**src/rtl/dma_irq_agg_pkg.sv**
```systemverilog
package dma_irq_agg_pkg;

    localparam int N_KIND = 3;

    // Byte offsets decoded by software drivers.
    localparam int OFS_SUMMARY  = 'h000;
    localparam int OFS_MSK_DONE = 'h004;
    localparam int OFS_MSK_ERR1 = 'h00C;
    localparam int OFS_MSK_ERR2 = 'h010;
    localparam int OFS_EN_DONE  = 'h018;
    localparam int OFS_EN_ERR1  = 'h020;
    localparam int OFS_EN_ERR2  = 'h024;
    localparam int OFS_RAW_DONE = 'h600;
    localparam int OFS_RAW_ERR1 = 'h608;
    localparam int OFS_RAW_ERR2 = 'h610;
    localparam int OFS_PRIO     = 'h688;
    localparam int OFS_BUSY     = 'h690;

    function automatic int raw_ofs(input int kind);
        case (kind)
            0:       return OFS_RAW_DONE;
            1:       return OFS_RAW_ERR1;
            default: return OFS_RAW_ERR2;
        endcase
    endfunction

    function automatic int en_ofs(input int kind);
        case (kind)
            0:       return OFS_EN_DONE;
            1:       return OFS_EN_ERR1;
            default: return OFS_EN_ERR2;
        endcase
    endfunction

    function automatic int msk_ofs(input int kind);
        case (kind)
            0:       return OFS_MSK_DONE;
            1:       return OFS_MSK_ERR1;
            default: return OFS_MSK_ERR2;
        endcase
    endfunction

endpackage

```
**src/rtl/dma_irq_kind.sv**
```systemverilog
module dma_irq_kind #(
    parameter int NUM_CH  = 16,
    parameter int ADDR_W  = 12,
    parameter int RAW_OFS = 'h600,
    parameter int EN_OFS  = 'h018
) (
    input  logic              clk,
    input  logic              rst_n,
    input  logic [NUM_CH-1:0] evt,
    input  logic              wr_en,
    input  logic [ADDR_W-1:0] wr_addr,
    input  logic [NUM_CH-1:0] wr_data,
    output logic [NUM_CH-1:0] raw_o,
    output logic [NUM_CH-1:0] en_o
);

    typedef struct packed {
        logic [NUM_CH-1:0] raw;
        logic [NUM_CH-1:0] en;
    } kind_st_t;

    kind_st_t st_d, st_q;
    logic     clr_hit, en_hit;

    always_comb begin
        st_d    = st_q;
        clr_hit = wr_en && (wr_addr == ADDR_W'(RAW_OFS));
        en_hit  = wr_en && (wr_addr == ADDR_W'(EN_OFS));
        // Clear first, then set: a same-cycle event survives the clear.
        st_d.raw = (st_q.raw & ~(clr_hit ? wr_data : '0)) | evt;
        if (en_hit) begin
            st_d.en = wr_data;
        end
    end

    always_ff @(posedge clk or negedge rst_n) begin
        if (!rst_n) begin
            st_q <= '0;
        end else begin
            st_q <= st_d;
        end
    end

    assign raw_o = st_q.raw;
    assign en_o  = st_q.en;

    // bits written as one without a coincident event are gone next cycle.
    a_r3_clear_drops: assert property (@(posedge clk) disable iff (!rst_n)
        (wr_en && wr_addr == ADDR_W'(RAW_OFS)) |=> ((raw_o & $past(wr_data & ~evt)) == '0));

    // every pulsed bit is set in the following cycle, clear or not.
    a_r4_event_latches: assert property (@(posedge clk) disable iff (!rst_n)
        (|evt) |=> ((raw_o & $past(evt)) == $past(evt)));

    // without events or clears the raw bits hold.
    a_r4_raw_holds: assert property (@(posedge clk) disable iff (!rst_n)
        (!(|evt) && !(wr_en && wr_addr == ADDR_W'(RAW_OFS))) |=> $stable(raw_o));

    // a mask write lands in the next cycle.
    a_r2_mask_write: assert property (@(posedge clk) disable iff (!rst_n)
        (wr_en && wr_addr == ADDR_W'(EN_OFS)) |=> (en_o == $past(wr_data)));

endmodule

```
**src/rtl/dma_irq_rdmux.sv**
```systemverilog
module dma_irq_rdmux
    import dma_irq_agg_pkg::*;
#(
    parameter int NUM_CH = 16,
    parameter int ADDR_W = 12,
    parameter int DATA_W = 32
) (
    input  logic                          clk,
    input  logic                          rst_n,
    input  logic                          rd_en,
    input  logic [ADDR_W-1:0]             rd_addr,
    input  logic [N_KIND-1:0][NUM_CH-1:0] raw,
    input  logic [N_KIND-1:0][NUM_CH-1:0] en,
    input  logic [NUM_CH-1:0]             summary,
    input  logic [NUM_CH-1:0]             busy,
    input  logic [DATA_W-1:0]             prio,
    output logic [DATA_W-1:0]             rdata
);

    logic [DATA_W-1:0] rdata_d, rdata_q;
    logic              hit;

    always_comb begin
        rdata_d = '0;
        hit     = 1'b0;
        if (rd_en) begin
            if (rd_addr == ADDR_W'(OFS_SUMMARY)) begin
                rdata_d = DATA_W'(summary);
                hit     = 1'b1;
            end
            if (rd_addr == ADDR_W'(OFS_PRIO)) begin
                rdata_d = prio;
                hit     = 1'b1;
            end
            if (rd_addr == ADDR_W'(OFS_BUSY)) begin
                rdata_d = DATA_W'(busy);
                hit     = 1'b1;
            end
            for (int k = 0; k < N_KIND; k++) begin
                if (rd_addr == ADDR_W'(raw_ofs(k))) begin
                    rdata_d = DATA_W'(raw[k]);
                    hit     = 1'b1;
                end
                if (rd_addr == ADDR_W'(en_ofs(k))) begin
                    rdata_d = DATA_W'(en[k]);
                    hit     = 1'b1;
                end
                if (rd_addr == ADDR_W'(msk_ofs(k))) begin
                    rdata_d = DATA_W'(raw[k] & en[k]);
                    hit     = 1'b1;
                end
            end
        end
    end

    always_ff @(posedge clk or negedge rst_n) begin
        if (!rst_n) begin
            rdata_q <= '0;
        end else begin
            rdata_q <= rdata_d;
        end
    end

    assign rdata = rdata_q;

    // unmapped reads return zero.
    a_r10_unmapped_zero: assert property (@(posedge clk) disable iff (!rst_n)
        (rd_en && !hit) |=> (rdata == '0));

    // no read, no data.
    a_r11_idle_zero: assert property (@(posedge clk) disable iff (!rst_n)
        !rd_en |=> (rdata == '0));

endmodule

```
**src/rtl/dma_irq_agg.sv**
```systemverilog
module dma_irq_agg
    import dma_irq_agg_pkg::*;
#(
    parameter int NUM_CH = 16,
    parameter int ADDR_W = 12,
    parameter int DATA_W = 32
) (
    input  logic              clk,
    input  logic              rst_n,
    input  logic [NUM_CH-1:0] evt_done,
    input  logic [NUM_CH-1:0] evt_err1,
    input  logic [NUM_CH-1:0] evt_err2,
    input  logic [NUM_CH-1:0] ch_busy,
    input  logic              reg_we,
    input  logic              reg_re,
    input  logic [ADDR_W-1:0] reg_addr,
    input  logic [DATA_W-1:0] reg_wdata,
    output logic [DATA_W-1:0] reg_rdata,
    output logic              irq_o
);

    logic [N_KIND-1:0][NUM_CH-1:0] evt_all, raw_all, en_all, pend_all;
    logic [NUM_CH-1:0]             summary;
    logic [DATA_W-1:0]             prio_d, prio_q;

    assign evt_all[0] = evt_done;
    assign evt_all[1] = evt_err1;
    assign evt_all[2] = evt_err2;

    for (genvar k = 0; k < N_KIND; k++) begin : g_kind
        dma_irq_kind #(
            .NUM_CH  (NUM_CH),
            .ADDR_W  (ADDR_W),
            .RAW_OFS (raw_ofs(k)),
            .EN_OFS  (en_ofs(k))
        ) i_kind (
            .clk     (clk),
            .rst_n   (rst_n),
            .evt     (evt_all[k]),
            .wr_en   (reg_we),
            .wr_addr (reg_addr),
            .wr_data (reg_wdata[NUM_CH-1:0]),
            .raw_o   (raw_all[k]),
            .en_o    (en_all[k])
        );
        assign pend_all[k] = raw_all[k] & en_all[k];
    end

    always_comb begin
        summary = '0;
        for (int k = 0; k < N_KIND; k++) begin
            summary = summary | pend_all[k];
        end
    end

    assign irq_o = |summary;

    always_comb begin
        prio_d = prio_q;
        if (reg_we && reg_addr == ADDR_W'(OFS_PRIO)) begin
            prio_d = reg_wdata;
        end
    end

    always_ff @(posedge clk or negedge rst_n) begin
        if (!rst_n) begin
            prio_q <= '0;
        end else begin
            prio_q <= prio_d;
        end
    end

    dma_irq_rdmux #(
        .NUM_CH (NUM_CH),
        .ADDR_W (ADDR_W),
        .DATA_W (DATA_W)
    ) i_rdmux (
        .clk     (clk),
        .rst_n   (rst_n),
        .rd_en   (reg_re),
        .rd_addr (reg_addr),
        .raw     (raw_all),
        .en      (en_all),
        .summary (summary),
        .busy    (ch_busy),
        .prio    (prio_q),
        .rdata   (reg_rdata)
    );

    // a priority write is held until the next one.
    a_r9_prio_holds: assert property (@(posedge clk) disable iff (!rst_n)
        !(reg_we && reg_addr == ADDR_W'(OFS_PRIO)) |=> $stable(prio_q));

    // with every mask cleared the line stays low.
    a_r7_masked_quiet: assert property (@(posedge clk) disable iff (!rst_n)
        (en_all == '0) |-> !irq_o);

endmodule

```
**config.mk**
```make
export PLATFORM = sky130hd
export DESIGN_NAME = dma_irq_agg
export DESIGN_NICKNAME = d
export VERILOG_FILES = /design/src/rtl/dma_irq_agg_pkg.sv /design/src/rtl/dma_irq_kind.sv /design/src/rtl/dma_irq_rdmux.sv /design/src/rtl/dma_irq_agg.sv
export SDC_FILE = /design/constraint.sdc
export NUM_CORES = 1
export LEC_CHECK = 0
export BUFFER_PORTS_ARGS = -buffer_cell sky130_fd_sc_hd__buf_2
export CAP_MARGIN = 20
export CORE_MARGIN = 3
export CORE_UTILIZATION = 40
export CTS_BUF_LIST = sky130_fd_sc_hd__clkbuf_16
export CTS_CLUSTER_DIAMETER = 80
export CTS_CLUSTER_SIZE = 12
export DETAILED_ROUTE_END_ITERATION = 8
export PLACE_DENSITY_LB_ADDON = 0.08
export SYNTH_ARGS = -nofsm -noshare
export SYNTH_HDL_FRONTEND = slang
export SYNTH_SLANG_ARGS = --single-unit
```
**constraint.sdc**
```tcl
create_clock -name clk -period 1.7 [get_ports clk]
set_clock_uncertainty 0.05 [all_clocks]
set_input_delay 0.34 -clock clk [delete_from_list [all_inputs] [get_ports clk]]
set_output_delay 0.34 -clock clk [all_outputs]
set_load 0.005 [all_outputs]
```
==> flow_summary.json, run 1 <==
{
  "cp.arrival_ns": 2.23,
  "wire_per_inst_um": 22.38,
  "std_cell_rows": 50,
  "cpPeakStageDelay_ns": 0.57,
  "ios": 145,
  "worstSetupPathType": "flip-flop to output port",
  "ir_drop_mv": 0.6418,
  "first_global_vias": 7666,
  "firstDrtPassIters": 6,
  "cp-end-kind": "output port",
  "status": "finished, violations left",
  "slew_headroom": 0.6933,
  "crit_chain": "a222oi_1, buf_4, nand4_1, or4_4, buf_6",
  "synth_top_family_by_area": "compound AO/OA/AOI/OAI gates",
  "htree_num_levels": 4,
  "hp-class": "input pin to flip-flop",
  "slew_violations": 0,
  "synth_seq_area_share": 0.5207,
  "core_area_sq_mm": 0.01877,
  "die-height_um": 144.7,
  "hold_viol_final": 0,
  "synth_fp_nets": 776,
  "antenna_found_initial": 0,
  "path_clk_slew_ns": 0.07,
  "synth_cells": 664,
  "portBuffers": 144,
  "slowest_stage": "or4_4",
  "p_total_uw": 8318,
  "fin_cells": 1263,
  "max_cap_viol_count": 0,
  "place_inst": 1221,
  "start_kind": "flip-flop",
  "min_from": "evt_done[3]",
  "cts_buffer_depth": 2,
  "numClockSinks": 160,
  "grt_remaining_overflow": 0,
  "synthMuxAreaShare": 0.1171,
  "drt_iter0_markers": 537,
  "layout_min_cycle_time_ns": 2.622,
  "yosys.area_share.xor_xnor": 0,
  "wl_mm": 28.27,
  "power_density_mw_per_mm2": 731.3,
  "grt.total_usage": 0.2717,
  "yosys_register_bits": 160,
  "synth_edf_count": 0,
  "synth-compound-area-share": 0.2236,
  "drive_gt1_frac": 0.5228,
  "p_leak_uw": 0.005413,
  "cts_root_buf": "clkbuf_16",
  "fin_ws_ns": -0.9223,
  "yosys_warnings": 0,
  "start_util": 0.4097,
  "synthesis.area_sq_mm": 0.007690,
  "vias_per_cell": 5.870,
  "cp_max_fo": 2,
  "fin_nets": 1128,
  "vias": 7414,
  "yosys_most_used_dff": "dfrtp_1",
  "drc_errors": 0,
  "synth_cell_types": 51,
  "setup_viol": 3,
  "cts_tree": "done",
  "place_congestion": 0.9111,
  "rr_startpoint": "g_kind[2].i_kind.en_o[12]",
  "clock_latency_ns": 0.44,
  "ant_nets": 0,
  "grt_pass1_wl_mm": 42.95,
  "max_freq_mhz": 381.3,
  "worstMarginPinSlew_ns": 0.4600,
  "final_cell_mix": "buf_4, dfrtp_1, buf_2",
  "cp.required_ns": 1.31,
  "grt_max_degree": 43,
  "synthAdderAreaFrac": 0,
  "cp-startpoint": "g_kind[2].i_kind.en_o[12]",
  "cts_buffers": 17,
  "dieArea_sq_mm": 0.02093,
  "rsz0062_at_grt": "yes",
  "syn_to_final_growth_pct": 47.92,
  "syn_avg_cell_area_sq_um": 11.58,
  "antenna-diode-count": 0,
  "dpl.hpwl_mm": 21.00,
  "violations": "setup timing",
  "async_flop_share": 1.000,
  "die_width_um": 144.7,
  "yosys.area_share.simple": 0.1116,
  "layout_commonest_cell": "buf_4",
  "period_share": 1.543
}
report_power, final:
part | total (uW) | switching, uW | internal, uW
clock | 3880 | 1880 | 2000
combinational | 619 | 338 | 282
sequential | 3820 | 4.82 | 3810
synth_stat cells, drive strengths merged, types with 3 or more instances:
master / count / area share
nand4: 9 / 0.0081
a21o: 49 / 0.048
o21a: 9 / 0.0088
nor4b: 3 / 0.0081
mux2: 80 / 0.12
o22ai: 6 / 0.0049
nand2: 64 / 0.033
o221ai: 8 / 0.0091
a211oi: 14 / 0.015
nor2: 17 / 0.0083
a31oi: 5 / 0.0041
a21oi: 22 / 0.014
or4: 3 / 0.0029
nand3: 9 / 0.0059
nor4: 3 / 0.0063
dfrtp: 160 / 0.52
o211ai: 9 / 0.0088
a22oi: 17 / 0.017
a222oi: 16 / 0.021
a22o: 24 / 0.027
a2bb2oi: 11 / 0.013
and2: 9 / 0.0076
and3: 21 / 0.017
or3: 4 / 0.0033
a221oi: 12 / 0.014
buf: 23 / 0.016
o21ai: 19 / 0.012
clkbuf: 20 / 0.0098
metal layers:
layer / GRT usage / share of wire
met4: 0.09033 / 0.021
met1: 0.3669 / 0.43
met3: 0.05849 / 0.070
met2: 0.4379 / 0.48
met5: 0 / 0
state kept, by name, indices dropped and copies added, names as in the netlist:
signal / count
g_kind.i_kind.en_o: 48
g_kind.i_kind.raw_o: 48
i_rdmux.rdata: 32
prio_q: 32
kinds of logic (layout without fill, tap and decap cells):
group / count (synthesis) / in the layout
buf+inv: 45 / 410
compound gates: 227 / 227
flops: 160 / 160
mux: 80 / 80
simple gates: 152 / 152
area by class of cell:
type                            instances  area [sq um]
Fill cell                            1589          7393
Sequential cell                       160          4004
Multi-Input combinational cell        459          3721
Timing Repair Buffer                  376          2733
Clock buffer                           17         425.4
Tap cell                              234         292.8
Clock inverter                         15         191.4
Inverter                                2         7.507
timing repair:
action / CTS / global route
buffers inserted: 5 / 7
hold buffers: 1 / 0
resized for setup: 13 / 27
setup endpoints to repair: 13 / 36
pin swaps: 13 / 23
endpoints found under the hold margin: 33 / 0
worst paths after layout:
path | endpoint | slack [ns] | cells past startpoint
max | irq_o | -0.92 | 5
min | g_kind[0].i_kind.raw_o[3] | 0.03 | 2
max reg2reg | i_rdmux.rdata[12] | -0.06 | 7
min reg2reg | prio_q[20] | 0.45 | 1
max in group asynchronous | g_kind[1].i_kind.en_o[15] | 0.66 | 3
min in group asynchronous | g_kind[0].i_kind.en_o[9] | 0.36 | 2
critical path: cells and delay by family (launching register included):
family	cells	cell delay, ns
AO/OA/AOI/OAI	1	0.41
buffers and inverters	2	0.32
flip-flops	1	0.39
AND/OR/NAND/NOR	2	0.68
stage by stage:
| step | setup slack, ns | area (sq um) | util | hold slack (ns) | TNS, ns |
|---|---|---|---|---|---|
| global placement | -0.6585 | 10500 | 0.5593 | 0.2544 | -54.35 |
| floorplan | -0.1964 | 7956 | - | -0.005591 | -10.00 |
| global route | -0.9708 | 11370 | 0.6061 | 0.01052 | -1.348 |
| finish | -0.9223 | 11370 | 0.6061 | 0.02751 | -0.9882 |
| CTS | -0.9338 | 11210 | 0.5975 | 0.01244 | -1.001 |
| detailed placement | -0.6139 | 10500 | 0.5593 | 0.2570 | -55.87 |
Power figures use the tool's default switching activity.
==> run 2, diff against run 1 <==
Settings changed: CORE_ASPECT_RATIO set to 1.5.
==> run 2 against run 1 <==
The run still ends with setup timing left. Worst setup slack better by 0.031 ns. Critical path depth did not move. Clock power is 4% higher. Utilization rose by 0.44 points. Count of clock-buffer cells in the layout unchanged. Combinational power decreased by 0.6%. First-iteration DRC count decreased by 6.1%. Non-clock buffer count is 12 lower. Final area is 0.35% higher. Sequential cell count unchanged. Hold slack better by 0.0036 ns. Sequential share of layout area is 0.12 points lower. Highest routed layer unchanged.
==> flow_summary.json, run 2 (synthesis results as in run 1) <==
{
  "status": "finished, violations left",
  "violations": "setup timing",
  "vias_per_cell": 5.883,
  "fin_ws_ns": -0.8917,
  "core_area_sq_mm": 0.01870,
  "cts_buffers": 17,
  "pre_cts_ws_ns": -0.5948,
  "fin_nets": 1116,
  "ant_nets": 0,
  "ff2ff_setup_slack_ns": 0.01,
  "layout_min_cycle_time_ns": 2.592,
  "slew_violations": 0,
  "power_density_mw_per_mm2": 742.8,
  "path_buf_inv": 2,
  "cpPeakStageDelay_ns": 0.49,
  "ir_drop_mv": 0.6231,
  "max_cap_viol_count": 0,
  "grt_max_degree": 44,
  "worstSetupPathType": "flip-flop to output port",
  "dpl.hpwl_mm": 20.93,
  "cp.arrival_ns": 2.20,
  "cp.required_ns": 1.31,
  "setup_tns_ns": -0.9465,
  "holdPathStages": 2,
  "grt_remaining_overflow": 0,
  "path_clk_slew_ns": 0.07,
  "cp_max_fo": 2,
  "ios": 145,
  "cpLargestDelayFamily": "simple AND/OR/NAND/NOR gates",
  "htree_num_levels": 4,
  "fillCellCount": 1576,
  "start_kind": "flip-flop",
  "rsz0062_at_grt": "yes",
  "hold_viol_final": 0,
  "die-height_um": 175.8,
  "slowest_stage": "or4_4",
  "min_from": "evt_done[7]",
  "vias": 7472,
  "syn_to_final_growth_pct": 48.44,
  "r2r_end": "i_rdmux.rdata[5]",
  "wire_per_inst_um": 22.33,
  "cts_tree": "done",
  "p_leak_uw": 0.005376,
  "place_congestion": 0.9380,
  "first_global_vias": 7930,
  "cp-end-kind": "output port",
  "die_width_um": 119.2,
  "numClockSinks": 160,
  "start_util": 0.4112,
  "cts_buffer_depth": 2,
  "drive_gt1_frac": 0.5241,
  "worst_r2r_path_depth": 6,
  "slew_headroom": 0.7128,
  "crit_chain": "a222oi_1, buf_4, nand4_1, or4_4, buf_6",
  "final_cell_mix": "buf_4, dfrtp_1, buf_2",
  "portBuffers": 144,
  "hp-class": "input pin to flip-flop",
  "antenna_found_initial": 1,
  "max_freq_mhz": 385.8,
  "grt.total_usage": 0.2694,
  "worstMarginPinSlew_ns": 0.4309,
  "grt_pass1_wl_mm": 43.57,
  "std_cell_rows": 61,
  "dieArea_sq_mm": 0.02096,
  "setup_viol": 2,
  "min_to": "g_kind[0].i_kind.raw_o[7]",
  "layout_commonest_cell": "buf_4",
  "final-seq-area_sq_mm": 0.004004,
  "period_share": 1.525,
  "rr_startpoint": "g_kind[2].i_kind.en_o[5]",
  "wl_mm": 28.35,
  "clock_latency_ns": 0.43,
  "multiInputGateArea_sq_mm": 0.003756,
  "cts_root_buf": "clkbuf_16",
  "firstDrtPassIters": 5,
  "drc_errors": 0,
  "drt_iter0_markers": 504
}
==> run 2: layout make-up <==
class	count	area share
diodes	1	0.0002192
clock buffers	17	0.03727
clock inverters	15	0.01699
inverters	2	0.0006577
multi-input cells	459	0.3291
flip-flops and latches	160	0.3508
well taps	252	0.02762
repair buffers	364	0.2374
==> run 2: routing by layer <==
layer	GRT usage	wire, um	up-vias
li1	-	-	3244
met1	0.3170	10640	3754
met2	0.4751	14780	384
met3	0.04446	1701	90
met4	0.1295	1233	0
met5	0	0	-
==> run 2: worst max-delay path by stage <==
stage / to / cells past startpoint / startpoint / slack (ns)
2_1_floorplan: g_kind[0].i_kind.en_o[10] / 5 / reg_addr[10] / -0.20
3_3_place_gp: i_rdmux.rdata[10] / 7 / reg_addr[8] / -0.57
3_5_place_dp: i_rdmux.rdata[10] / 7 / reg_addr[8] / -0.59
4_1_cts: irq_o / 5 / g_kind[2].i_kind.en_o[11] / -0.91
5_1_grt: irq_o / 5 / g_kind[2].i_kind.en_o[0] / -0.96
6_report: irq_o / 5 / g_kind[2].i_kind.raw_o[11] / -0.89
==> run 2: where the power goes <==
part | internal [uW] | switching (uW)
Combinational | 272 | 343
Clock | 2450 | 1590
Sequential | 3820 | 4.84
==> run 2: stage by stage <==
step                hold slack, ns  std cells  instance area, sq um  total power [uW]    util
floorplan                -0.005591        664                  7956              4053       -
global placement            0.2398       1229                 10510              4461  0.5619
detailed placement          0.2470       1229                 10510              4476  0.5619
CTS                        0.02043       1265                 11220              8527  0.6001
global route               0.02632       1270                 11410              8732  0.6104
finish                     0.03112       1270                 11410              8479  0.6104
==> run 2: timing repair <==
item,in CTS,in global routing
buffers inserted,3,4
hold endpoints to repair,39,0
gates resized for setup,16,39
endpoints found under the setup margin,47,16
hold buffers,1,0
pin swaps,8,25
==> run 3, diff against run 2 <==
Settings changed: HOLD_SLACK_MARGIN set to 0.15.
==> run 3 against run 2 <==
The run still ends with setup timing left. Global-route usage increased by 0.71 points. Count of clock-buffer cells in the layout stayed put. Critical path depth is the same. Wire length is 2.1% higher. Final cell count up 5.0%. Sequential share of layout area shrank 1.9 points. Utilization rose by 3.4 points. Critical endpoint unchanged. Largest cell class unchanged.
==> flow_summary.json, run 3 (synthesis results as in run 1) <==
{
  "layout_min_cycle_time_ns": 2.597,
  "seqPwrFrac": 0.445,
  "clock_latency_ns": 0.43,
  "cp-end-kind": "output port",
  "rsz0062_at_grt": "yes",
  "antenna_found_initial": 1,
  "p_clk_frac": 0.470,
  "cts_buffers": 17,
  "setup_tns_ns": -0.9351,
  "start_util": 0.4112,
  "worstSetupPathType": "flip-flop to output port",
  "final_cell_mix": "buf_4, dfrtp_1, buf_2",
  "max_cap_viol_count": 0,
  "p_int_uw": 6637,
  "firstDrtPassIters": 5,
  "pre_cts_ws_ns": -0.5948,
  "grt_max_degree": 44,
  "hp-class": "input pin to flip-flop",
  "slew_violations": 0,
  "whs_ns": 0.1793,
  "drc_errors": 0,
  "p_total_uw": 8586,
  "place_congestion": 0.9380,
  "htree_num_levels": 4,
  "setup_viol": 2,
  "grt.total_usage": 0.2765,
  "status": "finished, violations left",
  "vias": 7661,
  "start_kind": "flip-flop",
  "cts_buffer_depth": 2,
  "cp_max_fo": 2,
  "drt_iter0_markers": 515,
  "wire_per_inst_um": 21.69,
  "power_switching_uw": 1949,
  "std_cell_rows": 61,
  "wl_mm": 28.94,
  "fin_nets": 1180,
  "ios": 145,
  "core_area_sq_mm": 0.01870,
  "max_freq_mhz": 385.1,
  "layout_commonest_cell": "buf_4",
  "ir_drop_mv": 0.6232,
  "p_comb_frac": 0.085,
  "drive_gt1_frac": 0.4931,
  "slew_headroom": 0.7128,
  "die-height_um": 175.8,
  "path_clk_slew_ns": 0.07,
  "dpl.hpwl_mm": 20.93,
  "fin_ws_ns": -0.8968,
  "first_global_vias": 8230,
  "cp.required_ns": 1.31,
  "die_width_um": 119.2,
  "postLayoutCoreUtil": 0.6447,
  "p_sw_frac": 0.2270,
  "grt_pass1_wl_mm": 44.87,
  "dieArea_sq_mm": 0.02096,
  "p_leak_uw": 0.005643,
  "cts_root_buf": "clkbuf_16",
  "period_share": 1.528,
  "power_density_mw_per_mm2": 712.2,
  "numClockSinks": 160,
  "hold_viol_final": 0,
  "grt_remaining_overflow": 0,
  "cp.arrival_ns": 2.21,
  "vias_per_cell": 5.743,
  "portBuffers": 144,
  "ant_nets": 0,
  "worstMarginPinSlew_ns": 0.4307,
  "syn_to_final_growth_pct": 56.77,
  "violations": "setup timing",
  "cts_tree": "done"
}
[run 3: final cells by class]
type | count | area (sq um)
Antenna cell | 1 | 2.502
Clock inverter | 15 | 193.9
Inverter | 2 | 7.507
Tap cell | 252 | 315.3
Clock buffer | 17 | 425.4
Fill cell | 1506 | 6644
Sequential cell | 160 | 4004
Multi-Input combinational cell | 459 | 3756
Timing Repair Buffer | 428 | 3351
[run 3: power groups by stage]
| stage | sequential (uW) | clock [uW] | combinational (uW) |
|---|---|---|---|
| 6_report | 3820 | 4030 | 731 |
| 5_1_grt | 3820 | 4260 | 787 |
| 4_1_cts | 3820 | 4100 | 718 |
| 3_5_place_dp | 3890 | 0 | 585 |
| 3_3_place_gp | 3890 | 0 | 570 |
| 2_1_floorplan | 3890 | 0 | 161 |
[run 3: metrics by stage]
stage | std cells | instance area, sq um
6_report | 1334 | 12060
5_1_grt | 1334 | 12060
4_1_cts | 1329 | 11860
3_5_place_dp | 1229 | 10510
3_3_place_gp | 1229 | 10510
2_1_floorplan | 664 | 7956
[run 3: path summary, 6_finish.rpt]
check,cells after the start,slack [ns],to,from
worst max-delay path,5,-0.90,irq_o,g_kind[2].i_kind.raw_o[6]
worst min-delay path,2,0.18,g_kind[1].i_kind.en_o[14],reg_wdata[14]
worst max register to register,6,0.01,i_rdmux.rdata[5],g_kind[2].i_kind.en_o[5]
worst min register to register,1,0.45,prio_q[19],prio_q[19]
max in group asynchronous,3,0.68,g_kind[0].i_kind.raw_o[1],rst_n
min in group asynchronous,2,0.35,prio_q[28],rst_n
[run 3: worst max-delay path: stages (launching register included)]
cell and delay [ns]:
dfrtp_1 0.39, a222oi_1 0.39, buf_4 0.21, nand4_1 0.09
or4_4 0.56, buf_6 0.14
[run 3: metal layers]
metal | GRT usage | up-vias | wire length (um)
li1 | - | 3369 | -
met1 | 0.3214 | 3822 | 10930
met2 | 0.4907 | 369 | 15070
met3 | 0.04639 | 101 | 1621
met4 | 0.1344 | 0 | 1320
met5 | 0 | - | 0
[run 3: repair_timing]
action	4_1_cts	5_1_grt
gates cloned	0	0
buffers inserted	3	4
pin swaps	8	26
resized for setup	16	40
endpoints found under the setup margin	47	16
hold endpoints to repair	155	0
hold buffers	65	0
